## src/rtl/timer_pkg.sv

```systemverilog
package timer_pkg;
  localparam logic [1:0] ADDR_COUNT  = 2'd0;
  localparam logic [1:0] ADDR_MODE   = 2'd1;
  localparam logic [1:0] ADDR_TARGET = 2'd2;
  localparam int MODE_W   = 10;
  localparam int IRQ_BIT  = 10;
  localparam int FTGT_BIT = 11;
  localparam int FMAX_BIT = 12;

  // Packed MSB first: bits 9:8 src ... bit 0 sync_en
  typedef struct packed {
    logic [1:0] src;
    logic       toggle;
    logic       rpt;
    logic       irq_max;
    logic       irq_tgt;
    logic       rst_on_tgt;
    logic [1:0] sync_sel;
    logic       sync_en;
  } mode_t;
endpackage

```

## src/rtl/tmr_tick_gen.sv

```systemverilog
module tmr_tick_gen (
  input  logic       ext_src,
  input  logic       sync_en,
  input  logic [1:0] sync_sel,
  input  logic       blank_strobe,
  input  logic       sync_gate,
  output logic       tick
);
  logic pause;

  always_comb begin
    pause = 1'b0;
    if (sync_en) begin
      if (sync_sel[1])      pause = 1'b1;
      else if (sync_sel[0]) pause = ~sync_gate;
      else                  pause = sync_gate;
    end
    tick = ~pause & (ext_src ? blank_strobe : 1'b1);
  end
endmodule

```

## src/rtl/tmr_counter.sv

```systemverilog
module tmr_counter #(
  parameter int CNT_W = 16
) (
  input  logic             clk,
  input  logic             rst_n,
  input  logic             tick,
  input  logic             rst_on_tgt,
  input  logic [CNT_W-1:0] target,
  input  logic             clear,
  input  logic             load,
  input  logic [CNT_W-1:0] load_val,
  output logic [CNT_W-1:0] cnt,
  output logic             hit_tgt,
  output logic             hit_max
);
  localparam logic [CNT_W-1:0] MAX_VAL = '1;
  logic [CNT_W-1:0] nxt;

  always_comb begin
    if (rst_on_tgt && cnt == target) nxt = '0;
    else                              nxt = cnt + 1'b1;
    hit_tgt = tick && (nxt == target);
    hit_max = tick && (nxt == MAX_VAL);
  end

  always_ff @(posedge clk or negedge rst_n) begin
    if (!rst_n)     cnt <= '0;
    else if (clear) cnt <= '0;
    else if (load)  cnt <= load_val;
    else if (tick)  cnt <= nxt;
  end
endmodule

```

## src/rtl/tmr_irq.sv

```systemverilog
module tmr_irq (
  input  logic clk,
  input  logic rst_n,
  input  logic hit_tgt,
  input  logic hit_max,
  input  logic en_tgt,
  input  logic en_max,
  input  logic rpt,
  input  logic toggle,
  input  logic rearm,
  input  logic clr_flags,
  output logic irq_n,
  output logic flag_tgt,
  output logic flag_max
);
  logic armed;
  logic fire;

  assign fire = ((en_tgt & hit_tgt) | (en_max & hit_max)) & (rpt | armed);

  always_ff @(posedge clk or negedge rst_n) begin
    if (!rst_n) begin
      armed <= 1'b1;
      irq_n <= 1'b1;
    end else if (rearm) begin
      armed <= 1'b1;
      irq_n <= 1'b1;
    end else begin
      if (fire && !rpt) armed <= 1'b0;
      if (toggle) irq_n <= fire ? ~irq_n : irq_n;
      else        irq_n <= ~fire;
    end
  end

  always_ff @(posedge clk or negedge rst_n) begin
    if (!rst_n) begin
      flag_tgt <= 1'b0;
      flag_max <= 1'b0;
    end else begin
      flag_tgt <= hit_tgt | (flag_tgt & ~clr_flags);
      flag_max <= hit_max | (flag_max & ~clr_flags);
    end
  end
endmodule

```

## src/rtl/strobe_timer.sv

```systemverilog
module strobe_timer #(
  parameter int CNT_W  = 16,
  parameter int DATA_W = 32
) (
  input  logic              clk,
  input  logic              rst_n,
  input  logic              bus_wr,
  input  logic              bus_rd,
  input  logic [1:0]        bus_addr,
  input  logic [DATA_W-1:0] bus_wdata,
  output logic [DATA_W-1:0] bus_rdata,
  input  logic              blank_strobe,
  input  logic              sync_gate,
  output logic              irq_n
);
  import timer_pkg::*;

  mode_t            mode_q;
  logic [CNT_W-1:0] target_q;
  logic [CNT_W-1:0] cnt_q;
  logic             tick_w, hit_tgt, hit_max, flag_tgt, flag_max;
  logic             wr_mode, wr_count, wr_target, rd_mode;

  assign wr_mode   = bus_wr && bus_addr == ADDR_MODE;
  assign wr_count  = bus_wr && bus_addr == ADDR_COUNT;
  assign wr_target = bus_wr && bus_addr == ADDR_TARGET;
  assign rd_mode   = bus_rd && bus_addr == ADDR_MODE;

  always_ff @(posedge clk or negedge rst_n) begin
    if (!rst_n) begin
      mode_q   <= '0;
      target_q <= '0;
    end else begin
      if (wr_mode)   mode_q   <= mode_t'(bus_wdata[MODE_W-1:0]);
      if (wr_target) target_q <= bus_wdata[CNT_W-1:0];
    end
  end

  always_comb begin
    bus_rdata = '0;
    case (bus_addr)
      ADDR_COUNT:  bus_rdata[CNT_W-1:0] = cnt_q;
      ADDR_MODE: begin
        bus_rdata[MODE_W-1:0] = mode_q;
        bus_rdata[IRQ_BIT]    = irq_n;
        bus_rdata[FTGT_BIT]   = flag_tgt;
        bus_rdata[FMAX_BIT]   = flag_max;
      end
      ADDR_TARGET: bus_rdata[CNT_W-1:0] = target_q;
      default:     bus_rdata = '0;
    endcase
  end

  tmr_tick_gen u_tick (
    .ext_src      (mode_q.src[0]),
    .sync_en      (mode_q.sync_en),
    .sync_sel     (mode_q.sync_sel),
    .blank_strobe (blank_strobe),
    .sync_gate    (sync_gate),
    .tick         (tick_w)
  );

  tmr_counter #(.CNT_W(CNT_W)) u_cnt (
    .clk        (clk),
    .rst_n      (rst_n),
    .tick       (tick_w),
    .rst_on_tgt (mode_q.rst_on_tgt),
    .target     (target_q),
    .clear      (wr_mode),
    .load       (wr_count),
    .load_val   (bus_wdata[CNT_W-1:0]),
    .cnt        (cnt_q),
    .hit_tgt    (hit_tgt),
    .hit_max    (hit_max)
  );

  tmr_irq u_irq (
    .clk       (clk),
    .rst_n     (rst_n),
    .hit_tgt   (hit_tgt),
    .hit_max   (hit_max),
    .en_tgt    (mode_q.irq_tgt),
    .en_max    (mode_q.irq_max),
    .rpt       (mode_q.rpt),
    .toggle    (mode_q.toggle),
    .rearm     (wr_mode),
    .clr_flags (rd_mode),
    .irq_n     (irq_n),
    .flag_tgt  (flag_tgt),
    .flag_max  (flag_max)
  );
endmodule

```

## config.mk

```make
export PLATFORM = sky130hd
export DESIGN_NAME = strobe_timer
export DESIGN_NICKNAME = d
export VERILOG_FILES = /design/src/rtl/timer_pkg.sv /design/src/rtl/tmr_tick_gen.sv /design/src/rtl/tmr_counter.sv /design/src/rtl/tmr_irq.sv /design/src/rtl/strobe_timer.sv
export SDC_FILE = /design/constraint.sdc
export NUM_CORES = 1
export LEC_CHECK = 0
export ABC_CLOCK_PERIOD_IN_PS = 3170
export BUFFER_PORTS_ARGS = -buffer_cell sky130_fd_sc_hd__buf_2
export CAP_MARGIN = 30
export CORE_ASPECT_RATIO = 1.75
export CORE_MARGIN = 5
export CORE_UTILIZATION = 50
export DETAILED_ROUTE_END_ITERATION = 16
export GPL_TIMING_DRIVEN = 0
export PLACE_DENSITY = 0.75
export SKIP_CTS_REPAIR_TIMING = 1
export SLEW_MARGIN = 20
export SYNTH_ARGS = -nofsm -noshare
export SYNTH_HDL_FRONTEND = slang
export SYNTH_HIERARCHICAL = 1
export SYNTH_SLANG_ARGS = --single-unit
```

## constraint.sdc

```tcl
create_clock -name clk -period 3.17 [get_ports clk]
set_input_delay 0.317 -clock clk [delete_from_list [all_inputs] [get_ports clk]]
set_output_delay 0.317 -clock clk [all_outputs]
set_load 0.005 [all_outputs]
```

After elaboration in Yosys (flattened, before gate mapping)
Index checks and enable logic that the tools add are counted.

operators by class
  add/subtract/negate cells = 1
  eq/ne operators = 6
  mux-type cells = 15
  reductions and logical operators = 12
  bitwise gates (word level) = 15

operators by type and width
  cell                   number
  $mux 16                4
  $pmux 13 s3            1
  $eq 16x16->1           2
  $add 16x1->16 const B  1
  $eq 16x16->1 const B   1
  $mux 1                 9
  $logic_and 1x1->1      8
  $and 1x1->1            6
  $pmux 3 s2             1
  $not 1->1              5
  $or 1x1->1             4
  $ne 3x1->1 const B     1
  $reduce_bool 3->1      1
  $eq 2x1->1 const B     1
  $eq 2x2->1 const B     1
  $logic_not 2->1        1
  $reduce_bool 2->1      1
  $logic_not 1->1        1

word-level totals
  word-level logic and storage cells = 63
  output and inout bits = 33
  register bits after elaboration = 46
  input port bits = 40

Logic depth before layout (Yosys ltp)
Gate-level depths: netlist (run 1).

  word-level depth = 13
  mapped depth = 12
  gate-level depth less buffers = 11

Hierarchy
The synthesis (run 1) kept the hierarchy.

by module, submodules not included
  module        area an instance (um2)  sequential area each (um2)  times used  cells an instance
  tmr_counter   1840.5                  400.4                       1           242
  strobe_timer  1493.9                  650.6                       1           114
  tmr_irq       168.9                   102.6                       1           15
  tmr_tick_gen  33.8                    0.0                         1           4

Worst setup path before layout (run 1)
Ideal clock, no wire load.

  path kind = register to register
  start = register u_cnt.cnt[1]
  end = register u_irq.irq_n
  clock period less this slack = 3283 ps
  required time = 3093 ps
  setup slack = -113 ps
  arrival = 3206 ps
  buffers on the path = 0
  stages on the path, launching flop included = 12
  setup time = 77 ps
  cells stage by stage = dfrtp_1 > ha_1 > xnor2_1 > nor2_1 > maj3_1 > a221o_1 > a211o_1 > or4_1 > nor4_2 > a22oi_1 > or3_1 > a21o_1

on the way
  longest elaborated chain between the ends = 11
  elaborated cells on any way between the ends = 16
  those cells by class = 1 x add/sub; 4 x eq/ne; 3 x mux; 5 x bitwise; 3 x reduce/logical

RTL lines
  what                                                                   RTL line            text
  start: declaration                                                     tmr_counter.sv:12   output logic [CNT_W-1:0] cnt,
  start signal: assignment                                               tmr_counter.sv:29   else if (load) cnt <= load_val;
  start signal: assignment                                               tmr_counter.sv:30   else if (tick) cnt <= nxt;
  parallel branches: the longest is 2 deep, another holds $add 16x1->16  -
  $mux 16 (*)                                                            tmr_counter.sv:20   if (rst_on_tgt && cnt == target) nxt = '0;
  $eq 16x16->1 (*)                                                       tmr_counter.sv:22   hit_tgt = tick && (nxt == target);
  $logic_and 1x1->1 (*)                                                  tmr_counter.sv:22
  via hit_tgt                                                            strobe_timer.sv:21  logic tick_w, hit_tgt, hit_max, flag_tgt, flag_max;
  $and 1x1->1 (*)                                                        tmr_irq.sv:19       assign fire = ((en_tgt & hit_tgt) | (en_max & hit_max)) & (rpt | armed);
  $or 1x1->1 (*)                                                         tmr_irq.sv:19
  $and 1x1->1 (*)                                                        tmr_irq.sv:19
  $not 1->1                                                              tmr_irq.sv:31       else irq_n <= ~fire;
  $mux 1                                                                 tmr_irq.sv:30       if (toggle) irq_n <= fire ? ~irq_n : irq_n;
  $mux 1                                                                 tmr_irq.sv:25       end else if (rearm) begin
  end signal: assignment                                                 tmr_irq.sv:30
  end signal: assignment                                                 tmr_irq.sv:31
  end: declaration                                                       tmr_irq.sv:12       output logic irq_n,

Mark *: on every way through the listed nets, which the timed path passes.
A chain may end at the register's enable or synchronous reset.

Worst setup path in the final report (run 1)
Ends and elaborated chain as after synthesis.

==> results of run 1 <==
## power by group
part           internal, mW  switching, mW  total [mW]  leakage (nW)
Clock                 0.313          0.221       0.533        0.0739
Sequential            0.724          0.243       0.966         0.554
Combinational         0.686          0.712        1.40          1.33
## worst max-delay path, stage by stage, from the launching register on
cell,delay (ns)
dfrtp_2,0.45
buf_6,0.13
nand4_4,0.18
or4_4,0.60
xnor2_4,0.22
nand3_2,0.09
a21o_1,0.17
a22o_1,0.25
nor4_4,0.37
a22oi_2,0.12
or3_1,0.32
a21o_1,0.16
## sequential cells by signal (all words and copies together), names as in the netlist
signal          count
u_cnt/cnt          16
u_irq/irq_n         1
u_irq/flag_tgt      1
target_q           16
mode_q             10
u_irq/armed         1
u_irq/flag_max      1
## metal layers
| metal | vias to the layer above | wire length, um | track usage |
|---|---|---|---|
| met2 | 127 | 5840 | 0.428 |
| met4 | 0 | 582 | 0.130 |
| met1 | 1546 | 4230 | 0.296 |
| met5 | - | 0 | 0 |
| met3 | 32 | 540 | 0.0323 |
| li1 | 1502 | - | - |
## area by class of cell
cell class	instances	area, um^2
Fill cell	591	2460
Multi-Input combinational cell	292	2330
Sequential cell	46	1160
Timing Repair Buffer	61	377
Buffer	38	283
Clock buffer	7	143
Tap cell	84	105
Inverter	12	45.0
Clock inverter	1	5.00
## per-stage QoR
stage | TNS, ns | cell area [um^2] | setup slack, ns
global placement | -1.41 | 3920 | -0.818
finish | 0 | 4440 | 0.0291
CTS | -1.31 | 4090 | -0.763
detailed placement | -1.26 | 3940 | -0.747
floorplan | 0 | 3610 | 0.0189
global route | -0.0669 | 4440 | -0.0669
## placed cells by master, fill, tap and decap left out, types with 5 or more instances in the layout
| cell type | instances |
|---|---|
| buf_2 | 44 |
| dfrtp_1 | 42 |
| buf_4 | 39 |
| nor2_1 | 34 |
| nor3_1 | 24 |
| xnor2_1 | 22 |
| mux2i_1 | 18 |
| mux2_2 | 16 |
| conb_1 | 16 |
| o2bb2ai_1 | 13 |
| nor2b_1 | 13 |
| inv_1 | 12 |
| a221oi_1 | 11 |
| mux2_4 | 10 |
| nand3_1 | 9 |
| buf_6 | 8 |
| nand4_1 | 8 |
| nand2_1 | 8 |
| o22ai_1 | 7 |
| o21ai_0 | 6 |
| a21oi_1 | 6 |
| o21ai_1 | 6 |
| a21o_1 | 6 |
| clkbuf_1 | 5 |
| clkbuf_16 | 5 |
| xnor2_2 | 5 |
## logic make-up after synthesis
family	after synthesis	synth area share
adder cells (fa/ha/maj)	2	0.00637
flip-flops	46	0.326
AND/OR/NAND/NOR	126	0.200
XOR/XNOR	34	0.0884
other	1	0.00106
AO/OA/AOI/OAI	69	0.145
multiplexers	44	0.144
buffers and inverters	53	0.0895
## final timing paths
path | start | end | slack, ns | cells after the start
max | u_cnt/cnt[1] | u_irq/irq_n | 0.03 | 11
min | bus_wdata[13] | target_q[13] | 0.27 | 2
max reg2reg | u_cnt/cnt[1] | u_irq/irq_n | 0.03 | 11
min reg2reg | u_irq/flag_max | u_irq/flag_max | 0.49 | 1
max in group asynchronous | rst_n | u_irq/irq_n | 2.16 | 3
min in group asynchronous | rst_n | mode_q[8] | 0.47 | 2
==> results.md, run 1 <==
- Hpwl dp: about 8.5 mm
- Power density over the cells: 652 nW/um^2
- Critical Path RT: around 3.4 ns
- Placed cell count: 515
- Share of cells above drive strength 1: 0.354
- Flop and latch count out of synthesis: 46
- Die area: 8920 um^2
- Relative slew slack: 0.486
- CTS max path bufs: 2
- Yosys cell types: between 50 and 60
- Final Max Slew Viols: 0
- Post-synth top area share: 0.311
- Nets: roughly 500
- Latest clock arrival within the worst-skew pair: about 0.29 ns
- Final std cells w/o fill: 541
- Tcrit/Tclk final: 0.991
- Drt wl/cell: 20.7 um
- Clock root buffer: clkbuf_16
- Fin Clk Skew: roughly 0.0065 ns
- Final setup fails: 0
- Core Area: 6910 um^2
- FFs w/ async S/R, synth: 1.00
- Minimum clock period: approximately 3.1 ns
- Post-route DRC: 0
- Via count: between 3k and 4k
- Syn Area/Cell: between 9 and 10 um^2
- Critical path startpoint category: flip-flop
- # H-tree levels: 2
- Clk pin slew, worst setup/hold paths: around 0.060 ns
- Crit. End Element: flip-flop
- Leakage: about 2.0 nW
- Mapped cell area: about 3500 um^2
- CTS buffer count: 5
- DIE HEIGHT: 121 um
- Hold WS: between 0.2 and 0.3 ns
- CP max FO: 7
- Synth area leaders: dfrtp_1 (31%), xnor2_1 (7.2%), mux2i_1 (5.1%)
- GRT overflow: 0
- Final Hold Fails: 0
- Drt total wl: roughly 11 mm
- Syn Inst Count: 375
- PortBufs: 40
- Area Overhead vs Synth: 25.6%
- Status: finished clean
- Hold Crit Class: in -> reg
- Pin count of the biggest net entering global routing: 34
- Antenna cells: 0
- Power Total: a little under 3 mW
- DR vias/cell: 5.93
- Register area share after synthesis: 0.326
- First-pass GRT wire length: around 17 mm
- Vias in the first global route: between 3k and 4k
- DRT Pass-1 Iters: 5
- Remaining antenna violation count: 0
- Unrepaired setup endpoints after global routing: true
- Critical Setup Path Class: reg -> reg
- Initial drt markers: 192
- Clk sinks: 46
- Maximum Capacitance Violations: 0
- CTS tree: built
- Final GP Congestion: 0.991
- Final cell utilization of the core: 0.643
- Top-count cell post-synth: dfrtp_1
- Synth Warn #: 6
- Row Count: 40
- Arrival @ worst endpoint: 3.36 ns
- VDD IR max: approximately 0.51 mV
- Area leader, netlist: dfrtp_1
- Least-Margin Pin Slew: about 0.77 ns
- Die width: 73.6 um
- Initial antenna violation count: 0
- Post-synth EDFFs: 0
- Starting density of the core: 0.512
- Ys flop type: dfrtp_1
- Ports: 73
- All-Layer GR Usage: 0.250
- Top post-synthesis cells by count: dfrtp_1 (44), nor2_1 (34), xnor2_1 (29), nor3_1 (24), buf_4 (21)
- Max Freq: between 300 and 400 MHz
Note: power is estimated with default switching activity, not from simulation.
==> inputs of run 2 (changes only) <==
--- a/config.mk
+++ b/config.mk
@@ -10,10 +10,11 @@
 export CAP_MARGIN = 30
 export CORE_ASPECT_RATIO = 1.75
 export CORE_MARGIN = 5
-export CORE_UTILIZATION = 50
+export CORE_UTILIZATION = 52
+export CTS_BUF_LIST = sky130_fd_sc_hd__clkbuf_8
 export DETAILED_ROUTE_END_ITERATION = 16
 export GPL_TIMING_DRIVEN = 0
-export PLACE_DENSITY = 0.75
+export PLACE_DENSITY = 0.77
 export SKIP_CTS_REPAIR_TIMING = 1
 export SLEW_MARGIN = 20
 export SYNTH_ARGS = -nofsm -noshare
==> run 2 against run 1 <==
Setup slack worse by 0.033 ns. Worst hold slack got worse by 0.012 ns. Largest cell class unchanged. Utilization rose by 1.3 points. Cell count is 0.74% lower. Critical path depth is 1 higher. Combinational power is essentially flat. Count of clock-buffer cells in the layout decreased by 1. Non-clock buffer count is 2 lower. The flow now finishes with violations (setup timing). Via count rose by 0.87%.
==> results.md, run 2 (synthesized netlist as in run 1, its figures left out) <==
- Status: complete, but fails checks
- Failing checks: setup timing
- DIE HEIGHT: 119 um (-1.8%)
- Final GP Congestion: 1.02 (+2.7%)
- Power density over the cells: 623 nW/um^2 (-4.4%)
- Critical Setup Path Class: reg -> reg
- Clk sinks: 46 (unchanged)
- Nets: 495 (-0.40%)
- Final Hold Fails: 0 (unchanged)
- Clock root buffer: clkbuf_8
- Ports: 73 (unchanged)
- Maximum Capacitance Violations: 0 (unchanged)
- # fillers: 604 (+2.2%)
- # H-tree levels: 2 (unchanged)
- DR vias/cell: 6.02 (+1.6%)
- CTS buffer count: 5 (unchanged)
- Cells on Worst Hold Path: 2 (unchanged)
- Area Overhead vs Synth: 22.3%
- Die width: 72.3 um (-1.7%)
- M1 GR Usage: 0.299 (+0.00308)
- Latest clock arrival within the worst-skew pair: 0.30 ns (about the same)
- Hold Crit Class: in -> reg
- VDD IR max: 0.486 mV (-4.9%)
- Hold WS: 0.259 ns (-0.0124 ns)
- Drt wl/cell: 20.6 um (-0.38%)
- CP max FO: 7 (unchanged)
- Arrival @ worst endpoint: 3.41 ns (+0.05 ns)
- Via count: 3235 (+0.87%)
- Busiest grt layer: met2
- Critical path startpoint category: flip-flop
- Initial antenna violation count: 0 (unchanged)
- Setup WS post-layout: -0.00367 ns (-0.0328 ns)
- Final setup fails: 1 (+1)
- Post-route DRC: 0 (unchanged)
- Final std cells w/o fill: 537 (-0.74%)
- Most frequent cells in the layout: buf_2 (45), dfrtp_1 (38), buf_4 (37), nor2_1 (34)
- First-pass GRT wire length: 17.1 mm (+2.5%)
- Critical Path RT: 3.41 ns (+0.02 ns)
- Worst R2R Path Depth: 12 (+1)
- CTS tree: built
- Vias in the first global route: 3273 (+2.9%)
- Share of cells above drive strength 1: 0.349 (-0.00504)
- DRT Pass-1 Iters: 4 (-1)
- Tcrit/Tclk final: 1.00 (+0.0103)
- Clk pin slew, worst setup/hold paths: 0.08 ns (+0.02 ns)
- Row Count: 39 (-2.5%)
- M3 GR Usage: 0.0312 (-0.00114)
- Starting density of the core: 0.537 (+0.0248)
- PortBufs: 40 (unchanged)
- Leakage: 1.91 nW (-2.6%)
- CTS max path bufs: 2 (unchanged)
- Max Freq: 315 MHz (-1.0%)
- Final Max Slew Viols: 0 (unchanged)
- Remaining antenna violation count: 0 (unchanged)
- Die area: 8620 um^2 (-3.4%)
- Drt total wl: 11.1 mm (-1.1%)
- Fin Clk Skew: 0.00387 ns (-0.00264 ns)
- Minimum clock period: 3.17 ns (+0.0328 ns)
- Core Area: 6590 um^2 (-4.6%)
- M2 GR Usage: 0.451 (+0.0237)
- Unrepaired setup endpoints after global routing: true
- GRT overflow: 0 (unchanged)
- Biggest regs: target_q (16), u_cnt/cnt (16), mode_q (10)
- Commonest non-fill, non-tap cell in the layout: buf_2
- Antenna cells: 0 (unchanged)
- Crit. End Element: flip-flop
- Relative slew slack: 0.429 (-0.0574)
- Initial drt markers: 278 (+45%)
- Pin count of the biggest net entering global routing: 34 (unchanged)
- Hpwl dp: 8.30 mm (-2.1%)
- Least-Margin Pin Slew: 0.854 ns (+0.0858 ns)
- Placed cell count: 513 (-0.39%)
- All-Layer GR Usage: 0.260 (+0.00945)
- Final cell utilization of the core: 0.657 (+0.0131)
run 2: critical path: stages (launching register included):
cell	delay, ns
dfrtp_1	0.39
buf_6	0.12
ha_4	0.21
nand3_4	0.17
nor3_4	0.15
xnor2_1	0.14
a221o_1	0.37
a211o_1	0.24
or4_4	0.43
nor4_4	0.25
a22oi_2	0.13
or3_1	0.33
a21o_1	0.16
run 2: final timing paths:
path                            slack [ns]          start           end
worst max-delay path                -0.004   u_cnt/cnt[0]   u_irq/irq_n
worst min-delay path                  0.26  bus_wdata[14]  target_q[14]
worst max register to register      -0.004   u_cnt/cnt[0]   u_irq/irq_n
worst min register to register        0.49    u_irq/armed   u_irq/armed
max in group asynchronous             2.18          rst_n   u_irq/armed
min in group asynchronous             0.45          rst_n     mode_q[7]
run 2: area by class of cell:
class / instances / area (um^2) / share of cell area
flip-flops and latches: 46 / 1160 / 0.268
plain buffers: 38 / 277 / 0.0639
well taps: 82 / 103 / 0.0237
inverters: 12 / 45.0 / 0.0104
repair buffers: 59 / 362 / 0.0836
clock inverters: 2 / 8.76 / 0.00202
multi-input cells: 292 / 2290 / 0.529
clock buffers: 6 / 82.6 / 0.0191
run 2: power by group:
part	switching, mW	total (mW)	internal, mW
logic	0.705	1.37	0.668
registers	0.229	0.954	0.725
clock network	0.196	0.369	0.173
run 2: per-layer routing:
metal	wire length (um)	up-vias	part of all wire
li1	-	1492	-
met1	3990	1573	0.36
met2	5840	128	0.53
met3	683	42	0.062
met4	555	0	0.050
met5	0	-	0
run 2: metrics by stage:
stage                     setup TNS [ns]  total power [mW]  instance area, um^2  setup WS [ns]
after floorplan                        0              1.78                 3610         0.0189
after global placement             -1.26              2.10                 3920         -0.771
after detailed placement           -1.14              2.12                 3940         -0.727
after CTS                          -1.15              2.50                 4030         -0.727
after global routing              -0.146              2.87                 4330         -0.146
final                           -0.00367              2.70                 4330       -0.00367
